`config.mk`:
```
export PLATFORM = sky130hd
export DESIGN_NAME = dma_hold_seq
export DESIGN_NICKNAME = d
export VERILOG_FILES = /design/src/rtl/dma_hold_pkg.sv /design/src/rtl/dma_cfg_check.sv /design/src/rtl/dma_gap_timer.sv /design/src/rtl/dma_irq_route.sv /design/src/rtl/dma_hold_seq.sv
export SDC_FILE = /design/constraint.sdc
export NUM_CORES = 1
export LEC_CHECK = 0
export BUFFER_PORTS_ARGS = -buffer_cell sky130_fd_sc_hd__buf_2
export CORE_MARGIN = 2
export CORE_UTILIZATION = 32
export DETAILED_ROUTE_END_ITERATION = 12
export PLACE_DENSITY = 0.62
export REMOVE_ABC_BUFFERS = 1
export SETUP_SLACK_MARGIN = 0.5
export SLEW_MARGIN = 20
export SYNTH_ARGS = -nofsm -noshare
export SYNTH_HDL_FRONTEND = slang
export SYNTH_HIERARCHICAL = 1
export SYNTH_SLANG_ARGS = --single-unit
```
`constraint.sdc`:
```
create_clock -name clk -period 5.86 [get_ports clk]
set_input_delay 1.758 -clock clk [delete_from_list [all_inputs] [get_ports clk]]
set_output_delay 1.758 -clock clk [all_outputs]
set_load 0.005 [all_outputs]
```
`src/rtl/dma_hold_pkg.sv`:
```
package dma_hold_pkg;

    localparam int LINE_BYTES = 32;

    typedef enum logic [1:0] {
        ST_IDLE,
        ST_RD,
        ST_WR,
        ST_GAP
    } seq_state_e;

    typedef struct packed {
        logic       src_hold;
        logic       dst_hold;
        logic [1:0] src_hsize;
        logic [1:0] dst_hsize;
        logic [1:0] gap_sel;
        logic       irq_ext;
    } xfer_cfg_t;

    // bytes moved per pair for a hold size code
    function automatic logic [3:0] hold_bytes(input logic [1:0] code);
        return 4'd1 << code;
    endfunction

    // quiet clocks after a pair for a gap code
    function automatic logic [5:0] gap_cycles(input logic [1:0] code);
        return 6'd4 << code;
    endfunction

endpackage

```
`src/rtl/dma_cfg_check.sv`:
```
module dma_cfg_check
    import dma_hold_pkg::*;
(
    input  xfer_cfg_t  cfg,
    input  logic [3:0] src_lo,
    input  logic [3:0] dst_lo,
    input  logic [3:0] cnt_lo,
    output logic       illegal
);
    logic [3:0] mask;
    logic [3:0] held_lo;

    always_comb begin
        mask    = 4'd0;
        held_lo = 4'd0;
        if (cfg.src_hold) begin
            mask    = hold_bytes(cfg.src_hsize) - 4'd1;
            held_lo = src_lo;
        end else if (cfg.dst_hold) begin
            mask    = hold_bytes(cfg.dst_hsize) - 4'd1;
            held_lo = dst_lo;
        end
        illegal = (cfg.src_hold && cfg.dst_hold)
                || ((held_lo & mask) != 4'd0)
                || ((cnt_lo & mask) != 4'd0);
    end
endmodule

```
`src/rtl/dma_gap_timer.sv`:
```
module dma_gap_timer
    import dma_hold_pkg::*;
(
    input  logic       clk,
    input  logic       rst,
    input  logic       load,
    input  logic [1:0] sel,
    output logic       last
);
    logic [5:0] cnt;

    always_ff @(posedge clk) begin
        if (rst)
            cnt <= 6'd0;
        else if (load)
            cnt <= gap_cycles(sel);
        else if (cnt != 6'd0)
            cnt <= cnt - 6'd1;
    end

    assign last = (cnt == 6'd1);

    // a loaded gap is one of the four power-of-two lengths
    assert_gap_len_R5: assert property (@(posedge clk) disable iff (rst)
        load |=> ($countones(cnt) == 1 && cnt >= 6'd4));

    assert_gap_bound_R5: assert property (@(posedge clk) disable iff (rst)
        cnt <= 6'd32);
endmodule

```
`src/rtl/dma_irq_route.sv`:
```
module dma_irq_route (
    input  logic evt,
    input  logic to_ext,
    output logic irq_int,
    output logic irq_ext_n
);
    assign irq_int   = evt & ~to_ext;
    assign irq_ext_n = ~(evt & to_ext);
endmodule

```
`src/rtl/dma_hold_seq.sv`:
```
module dma_hold_seq
    import dma_hold_pkg::*;
#(
    parameter int AW = 32,
    parameter int CW = 16
) (
    input  logic          clk,
    input  logic          rst,
    input  logic          start,
    input  logic [AW-1:0] src_addr,
    input  logic [AW-1:0] dst_addr,
    input  logic [CW-1:0] byte_cnt,
    input  logic          src_hold,
    input  logic          dst_hold,
    input  logic [1:0]    src_hsize,
    input  logic [1:0]    dst_hsize,
    input  logic [1:0]    gap_sel,
    input  logic          irq_to_ext,
    output logic          req_valid,
    input  logic          req_ready,
    output logic          req_write,
    output logic [AW-1:0] req_addr,
    output logic [$clog2(LINE_BYTES):0] req_size,
    output logic          done,
    output logic          err,
    output logic          irq_int,
    output logic          irq_ext_n
);
    localparam int SW = $clog2(LINE_BYTES) + 1;

    seq_state_e    state;
    xfer_cfg_t     cfg_in, cfg_q;
    logic [AW-1:0] src_q, dst_q;
    logic [CW-1:0] rem_q;
    logic [SW-1:0] xsize;
    logic          done_q, err_q, evt_q;
    logic          illegal, gap_last, gap_load, last_pair;

    always_comb begin
        cfg_in.src_hold  = src_hold;
        cfg_in.dst_hold  = dst_hold;
        cfg_in.src_hsize = src_hsize;
        cfg_in.dst_hsize = dst_hsize;
        cfg_in.gap_sel   = gap_sel;
        cfg_in.irq_ext   = irq_to_ext;
    end

    dma_cfg_check u_check (
        .cfg    (cfg_in),
        .src_lo (src_addr[3:0]),
        .dst_lo (dst_addr[3:0]),
        .cnt_lo (byte_cnt[3:0]),
        .illegal(illegal)
    );

    always_comb begin
        if (cfg_q.src_hold)
            xsize = SW'(hold_bytes(cfg_q.src_hsize));
        else if (cfg_q.dst_hold)
            xsize = SW'(hold_bytes(cfg_q.dst_hsize));
        else if (rem_q < CW'(LINE_BYTES))
            xsize = rem_q[SW-1:0];
        else
            xsize = SW'(LINE_BYTES);
    end

    assign last_pair = (rem_q == CW'(xsize));
    assign gap_load  = (state == ST_WR) && req_ready && !last_pair;

    dma_gap_timer u_gap (
        .clk (clk),
        .rst (rst),
        .load(gap_load),
        .sel (cfg_q.gap_sel),
        .last(gap_last)
    );

    always_ff @(posedge clk) begin
        if (rst) begin
            state  <= ST_IDLE;
            cfg_q  <= '0;
            src_q  <= '0;
            dst_q  <= '0;
            rem_q  <= '0;
            done_q <= 1'b0;
            err_q  <= 1'b0;
            evt_q  <= 1'b0;
        end else begin
            done_q <= 1'b0;
            evt_q  <= 1'b0;
            case (state)
                ST_IDLE: if (start) begin
                    cfg_q <= cfg_in;
                    src_q <= src_addr;
                    dst_q <= dst_addr;
                    rem_q <= byte_cnt;
                    if (illegal) begin
                        err_q <= 1'b1;
                        evt_q <= 1'b1;
                    end else begin
                        err_q <= 1'b0;
                        if (byte_cnt == '0) begin
                            done_q <= 1'b1;
                            evt_q  <= 1'b1;
                        end else begin
                            state <= ST_RD;
                        end
                    end
                end
                ST_RD: if (req_ready) state <= ST_WR;
                ST_WR: if (req_ready) begin
                    if (!cfg_q.src_hold) src_q <= src_q + AW'(xsize);
                    if (!cfg_q.dst_hold) dst_q <= dst_q + AW'(xsize);
                    rem_q <= rem_q - CW'(xsize);
                    if (last_pair) begin
                        done_q <= 1'b1;
                        evt_q  <= 1'b1;
                        state  <= ST_IDLE;
                    end else begin
                        state <= ST_GAP;
                    end
                end
                ST_GAP: if (gap_last) state <= ST_RD;
                default: state <= ST_IDLE;
            endcase
        end
    end

    assign req_valid = (state == ST_RD) || (state == ST_WR);
    assign req_write = (state == ST_WR);
    assign req_addr  = (state == ST_WR) ? dst_q : src_q;
    assign req_size  = xsize;
    assign done      = done_q;
    assign err       = err_q;

    dma_irq_route u_irq (
        .evt      (evt_q),
        .to_ext   (cfg_q.irq_ext),
        .irq_int  (irq_int),
        .irq_ext_n(irq_ext_n)
    );

    assert_req_hold_R2: assert property (@(posedge clk) disable iff (rst)
        (req_valid && !req_ready) |=> (req_valid && $stable(req_addr)
                                       && $stable(req_write) && $stable(req_size)));

    assert_size_range_R1: assert property (@(posedge clk) disable iff (rst)
        req_valid |-> (req_size != '0 && req_size <= SW'(LINE_BYTES)));

    assert_done_quiet_R7: assert property (@(posedge clk) disable iff (rst)
        done |-> !req_valid);

    assert_err_noreq_R6: assert property (@(posedge clk) disable iff (rst)
        $rose(err) |-> !req_valid);

    assert_irq_onehot_R8: assert property (@(posedge clk) disable iff (rst)
        $onehot0({irq_int, !irq_ext_n}));
endmodule

```
# Word-level counts from Yosys, hierarchy flattened
# Index checks and enable logic that the tools add are counted.
# word_totals
output_inout_bits	44
n_memories	0
elab_cells	103
register_bits	100
latchBits	0
ramBits	0
romBits	0
# classes
n_shift	5
n_mux	39
div_mod_pow	0
n_eq_ne	13
addsub	6
bitwise_logic	6
reduce_logical	19
multipliers	0
order_cmp	1
# op_table
operator	n
$mux W32	7
$pmux W32 S2	2
$add A32 B6 Y32	2
$mux W16	2
$pmux W16 S2	1
$mux W6	5
$eq A16 B6 Y1	1
$logic_not A16 Y1	1
$lt A16 B6 Y1 const B	1
$mux W4	4
$ne A2 B2 Y1 const B	8
$shl A1 B2 Y4 const A	4
$sub A16 B6 Y16	1
$mux W2	7
$and A4 B4 Y4	2
$mux W1	8
$pmux W2 S4	1
$reduce_and A4 Y1	2
$reduce_bool A4 Y1	2
$sub A4 B1 Y4 const B	2
$eq A6 B1 Y1 const B	1
$reduce_and A6 Y1	1
$reduce_bool A6 Y1	1
$shl A3 B2 Y6 const A	1
other kinds (13)	22

# Depth between registers and ports, before layout
# depth
ltp_word	11
ltp_mapped	14
depth_no_buf	13

# Modules after synthesis
# Netlist, hierarchy kept.
# modules_own_cells
module	n_inst	cells_each	area_per_inst_um2
dma_hold_seq	1	919	6944.2
dma_gap_timer	1	40	385.4
dma_cfg_check	1	12	86.3
dma_irq_route	1	2	17.5

# Least setup slack after synthesis
# No wires, ideal clock.
# synth_path
kind	register to register
from	register rem_q[6]
to	register src_q[28]
stages_incl_launch_ff	15
synth_period_minus_slack_ps	3948
path_slack_ps	1912
n_path_buf	1
setup_time_ps	74
arrival_ps	3874
required_ps	5786
path_cell_list	dfxtp_1 > buf_6 > or4_4 > or3_4 > nor4_2 > a211oi_1 > nor2_1 > ha_1 > inv_1 > fa_1 > nor2b_1 > o31a_1 > o211ai_1 > or4_1 > a31oi_1
# synth_via
elab_chain_len	8
# synth_lines
item	line_no	rtl
start, declared	dma_hold_seq.sv:34	logic [CW-1:0] rem_q;
start signal, assigned	dma_hold_seq.sv:96	rem_q <= byte_cnt;
start signal, assigned	dma_hold_seq.sv:114	rem_q <= rem_q - CW'(xsize);
$lt A16 B6 Y1	dma_hold_seq.sv:61	else if (rem_q < CW'(LINE_BYTES))
$mux W6	dma_hold_seq.sv:61	
$mux W6	dma_hold_seq.sv:59	else if (cfg_q.dst_hold)
$mux W6	dma_hold_seq.sv:57	if (cfg_q.src_hold)
named net req_size[0]	dma_hold_seq.sv:23	output logic [$clog2(LINE_BYTES):0] req_size,
$add A32 B6 Y32	dma_hold_seq.sv:112	if (!cfg_q.src_hold) src_q <= src_q + AW'(xsize);
$mux W32	dma_hold_seq.sv:112	
$mux W32	dma_hold_seq.sv:111	ST_WR: if (req_ready) begin
$pmux W32 S2	dma_hold_seq.sv:91	case (state)
end signal, assigned	dma_hold_seq.sv:94	src_q <= src_addr;
end signal, assigned	dma_hold_seq.sv:112	
end, declared	dma_hold_seq.sv:33	logic [AW-1:0] src_q, dst_q;
# The timed path passes the listed nets, and every way through them passes these cells. The select of a mux whose other input is x is not followed.
# A chain may end at the register's enable or synchronous reset.

# Worst setup path in the final report
# layout_path
from	register rem_q[8]
to	register src_q[30]
# layout_via
elab_chain_len	8
# layout_lines
item	line_no
$lt A16 B6 Y1	dma_hold_seq.sv:61
$mux W6	dma_hold_seq.sv:61
$mux W6	dma_hold_seq.sv:59
$mux W6	dma_hold_seq.sv:57
$add A32 B6 Y32	dma_hold_seq.sv:112
$mux W32	dma_hold_seq.sv:112
$mux W32	dma_hold_seq.sv:111
$pmux W32 S2	dma_hold_seq.sv:91
# Every way passes these cells. The select of a mux whose other input is x is not followed.

==> metrics.txt <==
iteration count of the initial detailed-routing pass=5; Synth area leader=dfxtp_1; Cells after Synth=973; CTS H-tree lvls=3; Peak VDD IR=0.0001446 V; Post-synth ARST share=0; cts repair resizes=0; Max Buffers Root-to-Sink=2; Reg2Reg Depth=13; Clock Tree Root=clkbuf_16; Startpoint Class=flip-flop; largest net degree at the start of global routing=83; fin cells=1352; GRT Total Usage=0.2126; YS warnings=6; Post-DP HPWL=19.13 mm; mean routed wirelength per cell=19.56 microns; number of placed cells counting well taps=1336; Post-DP Area=8303 sq um; DR iter-0 viols=775; vias in the first global route=7401; Worst Path Max Fanout=8; port bufs=136; Final min period=4480 ps; dominant cells by area after synthesis=dfxtp_1 27%, a21oi_1 4.9%, nand2_1 4.5%; WL final=26.45 mm; Reg2Reg Capture Point=src_q[30]; initial antenna violation count=1; Die Y=156.4 microns; Layout Nets=1182; Pleak=3.200 nW; DIE AREA=24460 sq um; share of layout cells above drive strength 1=0.2036; Cell Area, Synth=7433 sq um; Worst EP required=6140 ps; run status=completed; classification of the worst setup path=reg -> reg; row cnt=55; Die Wd=156.4 microns; Initial Util=0.3273; clock-pin slew on the worst setup and hold paths=70 ps; RD Place Congestion=0.8552; synthesized area per cell=7.640 sq um; Final ANT Viol Nets=0; Worst-Skew Late Latency=350 ps; Setup Buffers After CTS=0; Netlist cell types=87; RSZ-0062 raised after global routing=no; sequential element share of the synthesized area=0.2693; worst rel slew slack=0.3373; Final Hold Viols=0; clk_skew=7.143 ps; Num CTS Buffers=9; Hold Path Stages=2; CTS tree=done; core footprint=22710 sq um; achievable frequency=223.2 MHz; share of the synthesized area in the top cell type=0.2693; RR Startpoint=rem_q[8]; worst min path class=reg -> reg; via density per instance=6.033; Worst Setup End Kind=flip-flop; DRC viols=0; final slew viol count=0; max-cap viol count=0; Via Count=8156; Power Dens Cells=289.8 nW/um^2; Final Cell Area=8581 sq um; #FFs+latches synth=100; hold_buf cts=0; Sink Count=100; global-route wire length before repair=41.31 mm; total gr overflow=0; WHS Endpoint=err; Setup-failing EPs final=0; Top Ports=137; Worst Min Path Start=err; Layout area overhead=15.44%; Tightest Pin Transition=994.1 ps; main flop type after synthesis=dfxtp_1; EDFF count, synth=0; setup slack, reg-to-reg=1380 ps; worst path arrival time=4760 ps; period utilisation layout=0.7646
sequential cells by signal, indices dropped and copies added (netlist names):
name / flops
cfg_q: 9
done: 1
dst_q: 32
err: 1
evt_q: 1
rem_q: 16
src_q: 32
state: 2
u_gap/cnt: 6
synth_stat cells, drive strengths merged, types with 25 or more instances:
cell type / n
dfxtp: 100
nand2: 90
a21oi: 74
nor2: 69
o21ai: 56
clkbuf: 54
a31oi: 34
nor3: 33
a211oi: 32
inv: 30
nand3: 30
mux2: 25
final cells by class:
type | count | area, sq um
Antenna cell | 1 | 2.502
Clock buffer | 13 | 260.3
Clock inverter | 2 | 10.01
Fill cell | 2425 | 14130
Inverter | 31 | 116.4
Multi-Input combinational cell | 774 | 5065
Sequential cell | 100 | 2002
Tap cell | 285 | 356.6
Timing Repair Buffer | 146 | 768.2
power by group:
group | switching (mW) | internal, mW
sequential | 0.140 | 0.786
combinational | 0.577 | 0.399
clock | 0.275 | 0.309
total | 0.992 | 1.49
worst max path at each step:
stage | start | end | depth (start not counted)
final | rem_q[8] | src_q[30] | 13
after global routing | rem_q[6] | src_q[28] | 13
after CTS | rem_q[8] | req_size[3] | 6
after detailed placement | rem_q[8] | src_q[28] | 13
after global placement | rem_q[8] | src_q[28] | 13
after floorplan | state[0] | req_addr[27] | 4
cells in the final DEF, fill, tap and decap left out, drive strengths merged, types with 13 or more instances in the layout:
master	synthesis	routed
buf	14	146
dfxtp	100	100
nand2	90	90
a21oi	74	74
nor2	69	69
o21ai	56	56
a31oi	34	34
nor3	33	33
a211oi	32	32
inv	30	30
nand3	30	30
mux2	25	25
ha	24	24
and3	19	19
o211ai	18	18
nand4	18	18
or4	17	17
a311oi	16	16
nor4	16	16
or3	14	14
clkbuf	54	13
routing by layer:
layer	global-route usage	part of all wire
met1	0.2966	0.45
met3	0.03655	0.077
met2	0.3388	0.45
met5	0	0
met4	0.05548	0.022
critical path, cell delays in order (launching register included):
cell	delay [ps]
dfxtp_1	340
or4_1	590
or3_4	420
nor4_2	330
a211oi_1	140
nor2_1	280
ha_1	250
inv_1	60
fa_1	370
nor2b_1	200
o31a_1	370
o211ai_1	310
or4_1	580
a31oi_1	160
cell families (layout without fill, tap and decap cells):
family          after synthesis  count (layout)  synth area share
buf+inv                      99             192           0.05218
other cells                   0               1                 0
flops                       100             100            0.2693
simple gates                366             366            0.2607
xor+xnor                      6               6          0.007071
mux                          33              33           0.04865
compound gates              342             342            0.3136
fa+ha+maj                    27              27           0.04848
metrics by stage:
step	total power, mW	utilization	hold slack (ps)	setup slack (ps)	TNS [ps]
3_5_place_dp	1.903	0.3656	448.9	1424	0
2_1_floorplan	1.560	-	446.7	-1049	-4233
5_1_grt	2.643	0.3777	477.2	1058	0
3_3_place_gp	1.887	0.3656	442.1	1513	0
4_1_cts	2.488	0.3775	461.7	1374	0
6_report	2.487	0.3779	461.4	1380	0
(Power assumes the default switching activity.)
